<file path="src/rtl/con_pkg.sv">
package con_pkg;
    localparam int DW = 16;
    localparam int BW = 8;

    localparam logic [1:0] ADDR_RXCSR  = 2'd0;
    localparam logic [1:0] ADDR_RXDATA = 2'd1;
    localparam logic [1:0] ADDR_TXCSR  = 2'd2;
    localparam logic [1:0] ADDR_TXDATA = 2'd3;

    localparam int CSR_DONE_BIT = 7;
    localparam int CSR_IE_BIT   = 6;

    localparam logic [3:0] SEL_TERM  = 4'h0;
    localparam logic [3:0] SEL_FDATA = 4'h1;
    localparam logic [3:0] SEL_COMM  = 4'h3;
    localparam logic [3:0] SEL_FCMD  = 4'h9;
    localparam logic [3:0] SEL_MISC  = 4'hF;

    localparam logic [7:0] MISC_SWDONE    = 8'd1;
    localparam logic [7:0] MISC_REBOOT    = 8'd2;
    localparam logic [7:0] MISC_CLR_BOTH  = 8'd3;
    localparam logic [7:0] MISC_CLR_COLD  = 8'd4;

    localparam logic [15:0] RX_ERR_BIT   = 16'h8000;
    localparam logic [15:0] RX_OVR_BIT   = 16'h4000;
    localparam logic [15:0] RX_FRM_BIT   = 16'h2000;
    localparam logic [15:0] COMM_TAG     = 16'h0300;

    localparam int FLAG_IDX = 100;
    localparam int WARM_IDX = 101;
    localparam int COLD_IDX = 102;
    localparam int VER_IDX  = 106;
    localparam int VER_CNT  = 4;

    typedef enum logic [2:0] {
        TX_DONE,
        TX_TERM,
        TX_FL_STROBE,
        TX_FL_WAIT,
        TX_WAIT
    } tx_state_e;
endpackage

</file>
<file path="src/rtl/con_commregion.sv">
module con_commregion
    import con_pkg::*;
#(
    parameter int          DEPTH     = 128,
    parameter logic [31:0] VERSIONS  = 32'h0403_0201,
    parameter logic [7:0]  WARM_INIT = 8'h00,
    parameter logic [7:0]  COLD_INIT = 8'h00
) (
    input  logic                     clk,
    input  logic                     rst_n,
    input  logic [$clog2(DEPTH)-1:0] rd_idx,
    output logic [BW-1:0]            rd_byte,
    input  logic                     clr_warm,
    input  logic                     clr_cold
);
    function automatic logic [BW-1:0] reset_byte(input int idx);
        logic [BW-1:0] v;
        v = '0;
        if (idx == FLAG_IDX) v = 8'd1;
        else if (idx == WARM_IDX) v = WARM_INIT;
        else if (idx == COLD_IDX) v = COLD_INIT;
        else if (idx >= VER_IDX && idx < VER_IDX + VER_CNT)
            v = VERSIONS[8*(idx-VER_IDX) +: 8];
        return v;
    endfunction

    logic [BW-1:0] mem [DEPTH];

    for (genvar i = 0; i < DEPTH; i++) begin : g_byte
        if (i == WARM_IDX || i == COLD_IDX) begin : g_flag
            logic clr_this;
            assign clr_this = (i == COLD_IDX) ? clr_cold : clr_warm;
            always_ff @(posedge clk) begin
                if (!rst_n)        mem[i] <= reset_byte(i);
                else if (clr_this) mem[i] <= '0;
            end
            // a clear request leaves the start byte at zero
            p_start_clear_r8: assert property (@(posedge clk) disable iff (!rst_n)
                clr_this |=> (mem[i] == '0));
        end else begin : g_const
            assign mem[i] = reset_byte(i);
        end
    end

    assign rd_byte = mem[rd_idx];
endmodule

</file>
<file path="src/rtl/con_rxpath.sv">
module con_rxpath
    import con_pkg::*;
(
    input  logic          clk,
    input  logic          rst_n,
    input  logic          wr_csr,
    input  logic          wr_ie,
    input  logic          rd_data,
    input  logic          comm_load,
    input  logic [DW-1:0] comm_word,
    input  logic          fl_load,
    input  logic [DW-1:0] fl_word,
    input  logic          ch_valid,
    input  logic [BW-1:0] ch_byte,
    input  logic          ch_break,
    output logic          done,
    output logic          ie,
    output logic          irq,
    output logic [DW-1:0] word
);
    logic          done_q, done_d, ie_q, ie_d, irq_q, irq_d;
    logic [DW-1:0] word_q, word_d, term_word;
    logic          load_any;

    assign load_any = comm_load || fl_load || ch_valid;

    always_comb begin
        if (ch_break) term_word = RX_ERR_BIT | RX_FRM_BIT;
        else if (done_q && !rd_data) term_word = RX_ERR_BIT | RX_OVR_BIT | {8'h00, ch_byte};
        else term_word = {8'h00, ch_byte};
    end

    always_comb begin
        done_d = done_q;
        ie_d   = wr_csr ? wr_ie : ie_q;
        irq_d  = irq_q;
        word_d = word_q;
        if (rd_data) begin
            done_d = 1'b0;
            irq_d  = 1'b0;
            word_d = {8'h00, word_q[7:0]};
        end
        if (load_any) begin
            done_d = 1'b1;
            if (ie_d) irq_d = 1'b1;
            if (comm_load)   word_d = comm_word;
            else if (fl_load) word_d = fl_word;
            else             word_d = term_word;
        end
        if (wr_csr) begin
            if (!wr_ie)      irq_d = 1'b0;
            else if (done_q) irq_d = 1'b1;
        end
    end

    always_ff @(posedge clk) begin
        if (!rst_n) begin
            done_q <= 1'b0;
            ie_q   <= 1'b0;
            irq_q  <= 1'b0;
            word_q <= '0;
        end else begin
            done_q <= done_d;
            ie_q   <= ie_d;
            irq_q  <= irq_d;
            word_q <= word_d;
        end
    end

    assign done = done_q;
    assign ie   = ie_q;
    assign irq  = irq_q;
    assign word = word_q;

    p_irq_needs_done_r11: assert property (@(posedge clk) disable iff (!rst_n)
        irq_q |-> (done_q && ie_q));
    p_read_clears_r10: assert property (@(posedge clk) disable iff (!rst_n)
        (rd_data && !load_any) |=> (!done_q && !irq_q && word_q[15:8] == 8'h00));
    p_load_sets_done_r9: assert property (@(posedge clk) disable iff (!rst_n)
        load_any |=> done_q);
endmodule

</file>
<file path="src/rtl/con_txfsm.sv">
module con_txfsm
    import con_pkg::*;
#(
    parameter int DONE_DELAY = 8
) (
    input  logic          clk,
    input  logic          rst_n,
    input  logic          wr_csr,
    input  logic          wr_ie,
    input  logic          wr_data,
    input  logic [DW-1:0] wdata,
    input  logic          tch_ready,
    input  logic          fl_txdone,
    output logic          accept,
    output logic          done,
    output logic          ie,
    output logic          irq,
    output logic [DW-1:0] word,
    output logic          tch_valid,
    output logic          fd_valid,
    output logic          fc_valid,
    output logic [BW-1:0] out_byte
);
    localparam int CW = $clog2(DONE_DELAY + 1);

    tx_state_e     state_q, state_d;
    logic [CW-1:0] cnt_q, cnt_d;
    logic [DW-1:0] word_q;
    logic          ie_q, irq_q, irq_d, enter_done;
    logic [3:0]    new_sel, cur_sel;

    assign new_sel = wdata[11:8];
    assign cur_sel = word_q[11:8];
    assign accept  = wr_data && (state_q == TX_DONE);

    always_comb begin
        state_d = state_q;
        cnt_d   = cnt_q;
        unique case (state_q)
            TX_DONE: begin
                if (wr_data) begin
                    if (new_sel == SEL_TERM) begin
                        state_d = TX_TERM;
                    end else if (new_sel == SEL_FDATA || new_sel == SEL_FCMD) begin
                        state_d = TX_FL_STROBE;
                    end else begin
                        state_d = TX_WAIT;
                        cnt_d   = CW'(DONE_DELAY - 1);
                    end
                end
            end
            TX_TERM:      if (tch_ready) state_d = TX_DONE;
            TX_FL_STROBE: state_d = TX_FL_WAIT;
            TX_FL_WAIT:   if (fl_txdone) state_d = TX_DONE;
            TX_WAIT: begin
                if (cnt_q == '0) state_d = TX_DONE;
                else             cnt_d = cnt_q - 1'b1;
            end
            default:      state_d = TX_DONE;
        endcase
    end

    always_ff @(posedge clk) begin
        if (!rst_n) begin
            state_q <= TX_DONE;
            cnt_q   <= '0;
            word_q  <= '0;
        end else begin
            state_q <= state_d;
            cnt_q   <= cnt_d;
            if (accept) word_q <= wdata;
        end
    end

    assign enter_done = (state_q != TX_DONE) && (state_d == TX_DONE);

    always_comb begin
        irq_d = irq_q;
        if (enter_done && ie_q) irq_d = 1'b1;
        if (accept)             irq_d = 1'b0;
        if (wr_csr) begin
            if (!wr_ie)                     irq_d = 1'b0;
            else if (state_q == TX_DONE)    irq_d = 1'b1;
        end
    end

    always_ff @(posedge clk) begin
        if (!rst_n) begin
            ie_q  <= 1'b0;
            irq_q <= 1'b0;
        end else begin
            if (wr_csr) ie_q <= wr_ie;
            irq_q <= irq_d;
        end
    end

    always_comb begin
        done      = (state_q == TX_DONE);
        tch_valid = (state_q == TX_TERM);
        fd_valid  = (state_q == TX_FL_STROBE) && (cur_sel == SEL_FDATA);
        fc_valid  = (state_q == TX_FL_STROBE) && (cur_sel == SEL_FCMD);
        out_byte  = word_q[7:0];
        ie        = ie_q;
        irq       = irq_q;
        word      = word_q;
    end

    p_term_hold_r3: assert property (@(posedge clk) disable iff (!rst_n)
        (tch_valid && !tch_ready) |=> (tch_valid && $stable(out_byte)));
    p_busy_ignore_r3: assert property (@(posedge clk) disable iff (!rst_n)
        (wr_data && !done) |=> $stable(word_q));
    p_write_clears_r4: assert property (@(posedge clk) disable iff (!rst_n)
        accept |=> (!done && !irq_q));
    p_irq_needs_done_r12: assert property (@(posedge clk) disable iff (!rst_n)
        irq_q |-> (done && ie_q));
    p_one_port_r2: assert property (@(posedge clk) disable iff (!rst_n)
        $onehot0({tch_valid, fd_valid, fc_valid}));
    p_strobe_single_r5: assert property (@(posedge clk) disable iff (!rst_n)
        (fd_valid || fc_valid) |=> !(fd_valid || fc_valid));
    p_wait_window_r6: assert property (@(posedge clk) disable iff (!rst_n)
        (state_q == TX_WAIT) |-> (int'(cnt_q) < DONE_DELAY));
endmodule

</file>
<file path="src/rtl/con_regif.sv">
module con_regif
    import con_pkg::*;
#(
    parameter int          DONE_DELAY = 8,
    parameter int          COMM_DEPTH = 128,
    parameter logic [31:0] VERSIONS   = 32'h0403_0201,
    parameter logic [7:0]  WARM_INIT  = 8'h00,
    parameter logic [7:0]  COLD_INIT  = 8'h00
) (
    input  logic        clk,
    input  logic        rst_n,
    input  logic        bus_wr,
    input  logic        bus_rd,
    input  logic [1:0]  bus_addr,
    input  logic [15:0] bus_wdata,
    output logic [15:0] bus_rdata,
    output logic        rx_irq,
    output logic        tx_irq,
    output logic        tch_valid,
    input  logic        tch_ready,
    output logic [7:0]  tch_data,
    input  logic        rch_valid,
    input  logic [7:0]  rch_data,
    input  logic        rch_break,
    output logic        fl_data_valid,
    output logic        fl_cmd_valid,
    output logic [7:0]  fl_byte,
    input  logic        fl_txdone,
    input  logic        fl_rx_valid,
    input  logic [15:0] fl_rx_word,
    output logic        sw_done,
    output logic        reboot
);
    localparam int IW = $clog2(COMM_DEPTH);

    logic          wr_rxcsr, rd_rxdata, wr_txcsr, wr_txdata;
    logic          tx_accept, tx_done, tx_ie, rx_done, rx_ie;
    logic [DW-1:0] tx_word, rx_word, comm_word;
    logic [BW-1:0] comm_byte, tx_byte, misc_code;
    logic [3:0]    sel;
    logic          comm_load, misc_hit, clr_warm, clr_cold;
    logic          sw_done_q, reboot_q;

    assign wr_rxcsr  = bus_wr && (bus_addr == ADDR_RXCSR);
    assign rd_rxdata = bus_rd && (bus_addr == ADDR_RXDATA);
    assign wr_txcsr  = bus_wr && (bus_addr == ADDR_TXCSR);
    assign wr_txdata = bus_wr && (bus_addr == ADDR_TXDATA);

    assign sel       = bus_wdata[11:8];
    assign misc_code = bus_wdata[7:0];
    assign comm_load = tx_accept && (sel == SEL_COMM);
    assign misc_hit  = tx_accept && (sel == SEL_MISC);
    assign clr_warm  = misc_hit && (misc_code == MISC_CLR_BOTH);
    assign clr_cold  = misc_hit && (misc_code == MISC_CLR_BOTH || misc_code == MISC_CLR_COLD);
    assign comm_word = COMM_TAG | {8'h00, comm_byte};

    con_txfsm #(.DONE_DELAY(DONE_DELAY)) u_tx (
        .clk       (clk),
        .rst_n     (rst_n),
        .wr_csr    (wr_txcsr),
        .wr_ie     (bus_wdata[CSR_IE_BIT]),
        .wr_data   (wr_txdata),
        .wdata     (bus_wdata),
        .tch_ready (tch_ready),
        .fl_txdone (fl_txdone),
        .accept    (tx_accept),
        .done      (tx_done),
        .ie        (tx_ie),
        .irq       (tx_irq),
        .word      (tx_word),
        .tch_valid (tch_valid),
        .fd_valid  (fl_data_valid),
        .fc_valid  (fl_cmd_valid),
        .out_byte  (tx_byte)
    );

    con_rxpath u_rx (
        .clk       (clk),
        .rst_n     (rst_n),
        .wr_csr    (wr_rxcsr),
        .wr_ie     (bus_wdata[CSR_IE_BIT]),
        .rd_data   (rd_rxdata),
        .comm_load (comm_load),
        .comm_word (comm_word),
        .fl_load   (fl_rx_valid),
        .fl_word   (fl_rx_word),
        .ch_valid  (rch_valid),
        .ch_byte   (rch_data),
        .ch_break  (rch_break),
        .done      (rx_done),
        .ie        (rx_ie),
        .irq       (rx_irq),
        .word      (rx_word)
    );

    con_commregion #(
        .DEPTH     (COMM_DEPTH),
        .VERSIONS  (VERSIONS),
        .WARM_INIT (WARM_INIT),
        .COLD_INIT (COLD_INIT)
    ) u_comm (
        .clk      (clk),
        .rst_n    (rst_n),
        .rd_idx   (bus_wdata[IW-1:0]),
        .rd_byte  (comm_byte),
        .clr_warm (clr_warm),
        .clr_cold (clr_cold)
    );

    always_ff @(posedge clk) begin
        if (!rst_n) begin
            sw_done_q <= 1'b0;
            reboot_q  <= 1'b0;
        end else begin
            sw_done_q <= misc_hit && (misc_code == MISC_SWDONE);
            reboot_q  <= misc_hit && (misc_code == MISC_REBOOT);
        end
    end

    assign sw_done  = sw_done_q;
    assign reboot   = reboot_q;
    assign tch_data = tx_byte;
    assign fl_byte  = tx_byte;

    always_comb begin
        bus_rdata = '0;
        unique case (bus_addr)
            ADDR_RXCSR:  begin
                bus_rdata[CSR_DONE_BIT] = rx_done;
                bus_rdata[CSR_IE_BIT]   = rx_ie;
            end
            ADDR_RXDATA: bus_rdata = rx_word;
            ADDR_TXCSR:  begin
                bus_rdata[CSR_DONE_BIT] = tx_done;
                bus_rdata[CSR_IE_BIT]   = tx_ie;
            end
            ADDR_TXDATA: bus_rdata = tx_word;
            default:     bus_rdata = '0;
        endcase
    end

    p_misc_pulse_r8: assert property (@(posedge clk) disable iff (!rst_n)
        (sw_done || reboot) |=> !(sw_done || reboot));
    p_comm_sets_rx_r6: assert property (@(posedge clk) disable iff (!rst_n)
        comm_load |=> (rx_done && rx_word[15:8] == 8'h03));
endmodule

</file>
<file path="config.mk">
export PLATFORM = sky130hd
export DESIGN_NAME = con_regif
export DESIGN_NICKNAME = d
export VERILOG_FILES = /design/src/rtl/con_pkg.sv /design/src/rtl/con_commregion.sv /design/src/rtl/con_rxpath.sv /design/src/rtl/con_txfsm.sv /design/src/rtl/con_regif.sv
export SDC_FILE = /design/constraint.sdc
export NUM_CORES = 1
export LEC_CHECK = 0
export ABC_AREA = 0
export BUFFER_PORTS_ARGS = -buffer_cell sky130_fd_sc_hd__buf_2
export CORE_ASPECT_RATIO = 1.2
export CORE_UTILIZATION = 50
export DETAILED_ROUTE_END_ITERATION = 6
export PLACE_DENSITY = 0.8
export SYNTH_ARGS = -nofsm -noshare
export SYNTH_HDL_FRONTEND = slang
export SYNTH_SLANG_ARGS = --single-unit
export TNS_END_PERCENT = 100
</file>
<file path="constraint.sdc">
create_clock -name clk -period 2.3 [get_ports clk]
set_input_delay 0.115 -clock clk [delete_from_list [all_inputs] [get_ports clk]]
set_output_delay 0.115 -clock clk [all_outputs]
set_load 0.01 [all_outputs]
</file>
==> reports/results.ini <==
[outcome]
status=finished clean

[clock_tree]
cts_root_buf=clkbuf_8
clock_tree.buffer_depth=2
cts_buffers=5
cts_resized=0
path_clk_slew_ns=0.08
postCtsSetupRepairBufs=0
cts_tree=done
holdBufCountCts=0
htreeDepth=2
cts.sinks=46
clk-insertion-delay-late_ns=0.30

[sta]
fin_ws_ns=0.507
timing.final.crit_share_pct=78.0
rsz0062_at_grt=false
final_max_slew_viol_count=0
worst_pin_slew_ns=0.612
hold_violations=0
hold_slack_ns=0.0378
setup_viol=0
tns_ns=0
min_period_ns=1.79
max-slew-margin-rel_pct=59.1
fmax_mhz=558
skew_ns=0.00921

[min_path]
min_from=bus_wdata[1]
holdPathEnd=sw_done
min_path_cells=2
hold_path_class=input port to flop

[floorplan]
core_mm2=0.00490
die_y_um=79.9
fp-row-count=28
die_area_mm2=0.00535
die_w_um=66.9
start_util_pct=51.6
io_pins=90

[setup_path]
worstPathMaxFanout=8
cp_top_family=simple AND/OR/NAND/NOR gates
max_stage_delay_ns=0.45
r2r-end=u_rx.word[2]
regToRegSetupSlack_ns=0.55
path_class=flop to primary output
crit_start=u_tx.state_q[1]
crit_arrival_ns=1.68
worstSetupStartpointType=flop
worstPathRequired_ns=2.18
crit_chain=nand2b_1 -> nor3_1 -> nor4bb_1 -> buf_2
ff2ff_path_depth=5
endpoint_kind=primary output
cpMaxStageDelayCell=dfxtp_1
path_buf_inv=1
cp.depth=4
timing.rr.start=u_tx.state_q[2]

[synth]
syn-cell-area_mm2=0.00253
synth_area_leaders=dfxtp_1, a21oi_1, nand2_1
ys.warnings.count=0
avgSynthCellArea_um2=7.88
synth_top_area_share_pct=36.4
yosysTopAreaCell=dfxtp_1
syn_nets=373
synthCells=321
synth-async-reset-ratio_pct=0
synth.yosys.seq_area_share_pct=36.4
synth-edff-count=0
yosysUniqueCellTypes=44
yosys_most_used_dff=dfxtp_1
ys_ff_latch=46

[finish]
num_antenna_cells=0
instances_no_fill=446
synthToLayoutAreaGrowth_pct=17.1
drive_gt1_share_pct=27.7
final_cell_mix=buf_2, nand2_1, dfxtp_1
layout_commonest_cell=buf_2
nets=439

[drt]
wl_per_cell_um=14.6
drt_iter0_markers=127
drc=0
dr.pass1.iters=4
detail-route-antenna-nets=0
drt_wl_total_mm=6.50
vias=2492
vias_per_cell=5.59

[pwr]
p_per_area_mw_per_mm2=554
p_leak_nw=1.30
vdd_ir_drop_max_uv=285

[global_route]
grt-ovfl-total=0
antenna_found_initial=0
grt_pass1_vias=2178
grt_max_degree=30
grt_usage_pct=25.7
grt_pass1_wl_mm=10.2

[placed_design]
placed_cells=440
dp_hpwl_mm=4.79
port_buffers=89
pre_cts_ws_ns=0.576
place.gp.congestion=0.907

[job]
maxCapViolCount=0

==> metrics by stage <==
step | util, % | total power, W | instance area [um^2]
finish | 60.4 | 0.00164 | 2960
CTS | 60.4 | 0.00165 | 2960
detailed placement | 58.7 | 0.00117 | 2880
global placement | 58.7 | 0.00117 | 2880
floorplan | - | 0.00106 | 2530
global route | 60.4 | 0.00172 | 2960
==> routing by layer <==
layer  share of wire, %  GRT usage, %  vias up
met4                1.6          10.0        0
met3                7.1          4.43       12
met5                  0             0        -
met2                 49          41.8       95
met1                 42          33.2     1161
li1                   -             -     1224
==> where the power goes <==
| group | switching, W | leakage [nW] | internal [W] | total (W) |
|---|---|---|---|---|
| registers | 0.0000283 | 0.376 | 0.000834 | 0.000862 |
| logic | 0.000165 | 0.884 | 0.000130 | 0.000295 |
| clock network | 0.000252 | 0.0431 | 0.000232 | 0.000484 |
| total | 0.000445 | 1.30 | 0.00120 | 0.00164 |
==> cell families after synthesis <==
group	after synthesis	synth area share (%)
AND/OR/NAND/NOR	146	29.7
AO/OA/AOI/OAI	68	15.7
flip-flops	46	36.4
buffers and inverters	40	8.81
multiplexers	19	8.51
XOR/XNOR	1	0.346
adder cells (fa/ha/maj)	1	0.495
==> final cells by class <==
type	instances	area, um^2
inverters	6	22.5
clock buffers	6	82.6
flip-flops and latches	46	921
multi-input cells	235	1390
fillers	471	1940
well taps	60	75.1
repair buffers	93	475
==> worst reg2reg max path, delay by kind of cell, from the launching register on <==
kind | cells | cell delay [ns]
and+or+nand+nor | 4 | 1.19
AOI/OAI and AO/OA | 1 | 0.14
DFF | 1 | 0.36
==> worst max path at each step <==
stage | end | slack (ns)
5_1_grt | u_tx.cnt_q[3] | 0.39
4_1_cts | fl_data_valid | 0.54
6_report | fl_data_valid | 0.51
3_5_place_dp | u_rx.word[13] | 0.58
2_1_floorplan | u_tx.word[10] | 0.63
3_3_place_gp | u_rx.word[2] | 0.64
==> synthesized netlist by cell type (2+ instances only) <==
master	number
nor4_1	2
nand2b_1	4
nand3_1	2
dfxtp_1	46
nor3b_1	8
mux2i_1	17
mux4_2	2
nand2_1	47
buf_2	4
buf_4	16
clkbuf_1	12
a31oi_1	4
o21ai_0	4
a211oi_1	4
nor2b_1	27
or3_1	2
nor3_1	8
inv_1	6
a21oi_1	43
nand4_1	2
nor2_1	33
a22oi_1	6
==> flip-flops by register name, summed over array words and instances (netlist names) <==
| name | cells |
|---|---|
| reboot | 1 |
| sw_done | 1 |
| u_rx.done | 1 |
| u_rx.ie | 1 |
| u_rx.irq | 1 |
| u_rx.word | 16 |
| u_tx.cnt_q | 4 |
| u_tx.ie | 1 |
| u_tx.irq | 1 |
| u_tx.state_q | 3 |
| u_tx.word | 16 |
(Power assumes the default switching activity.)
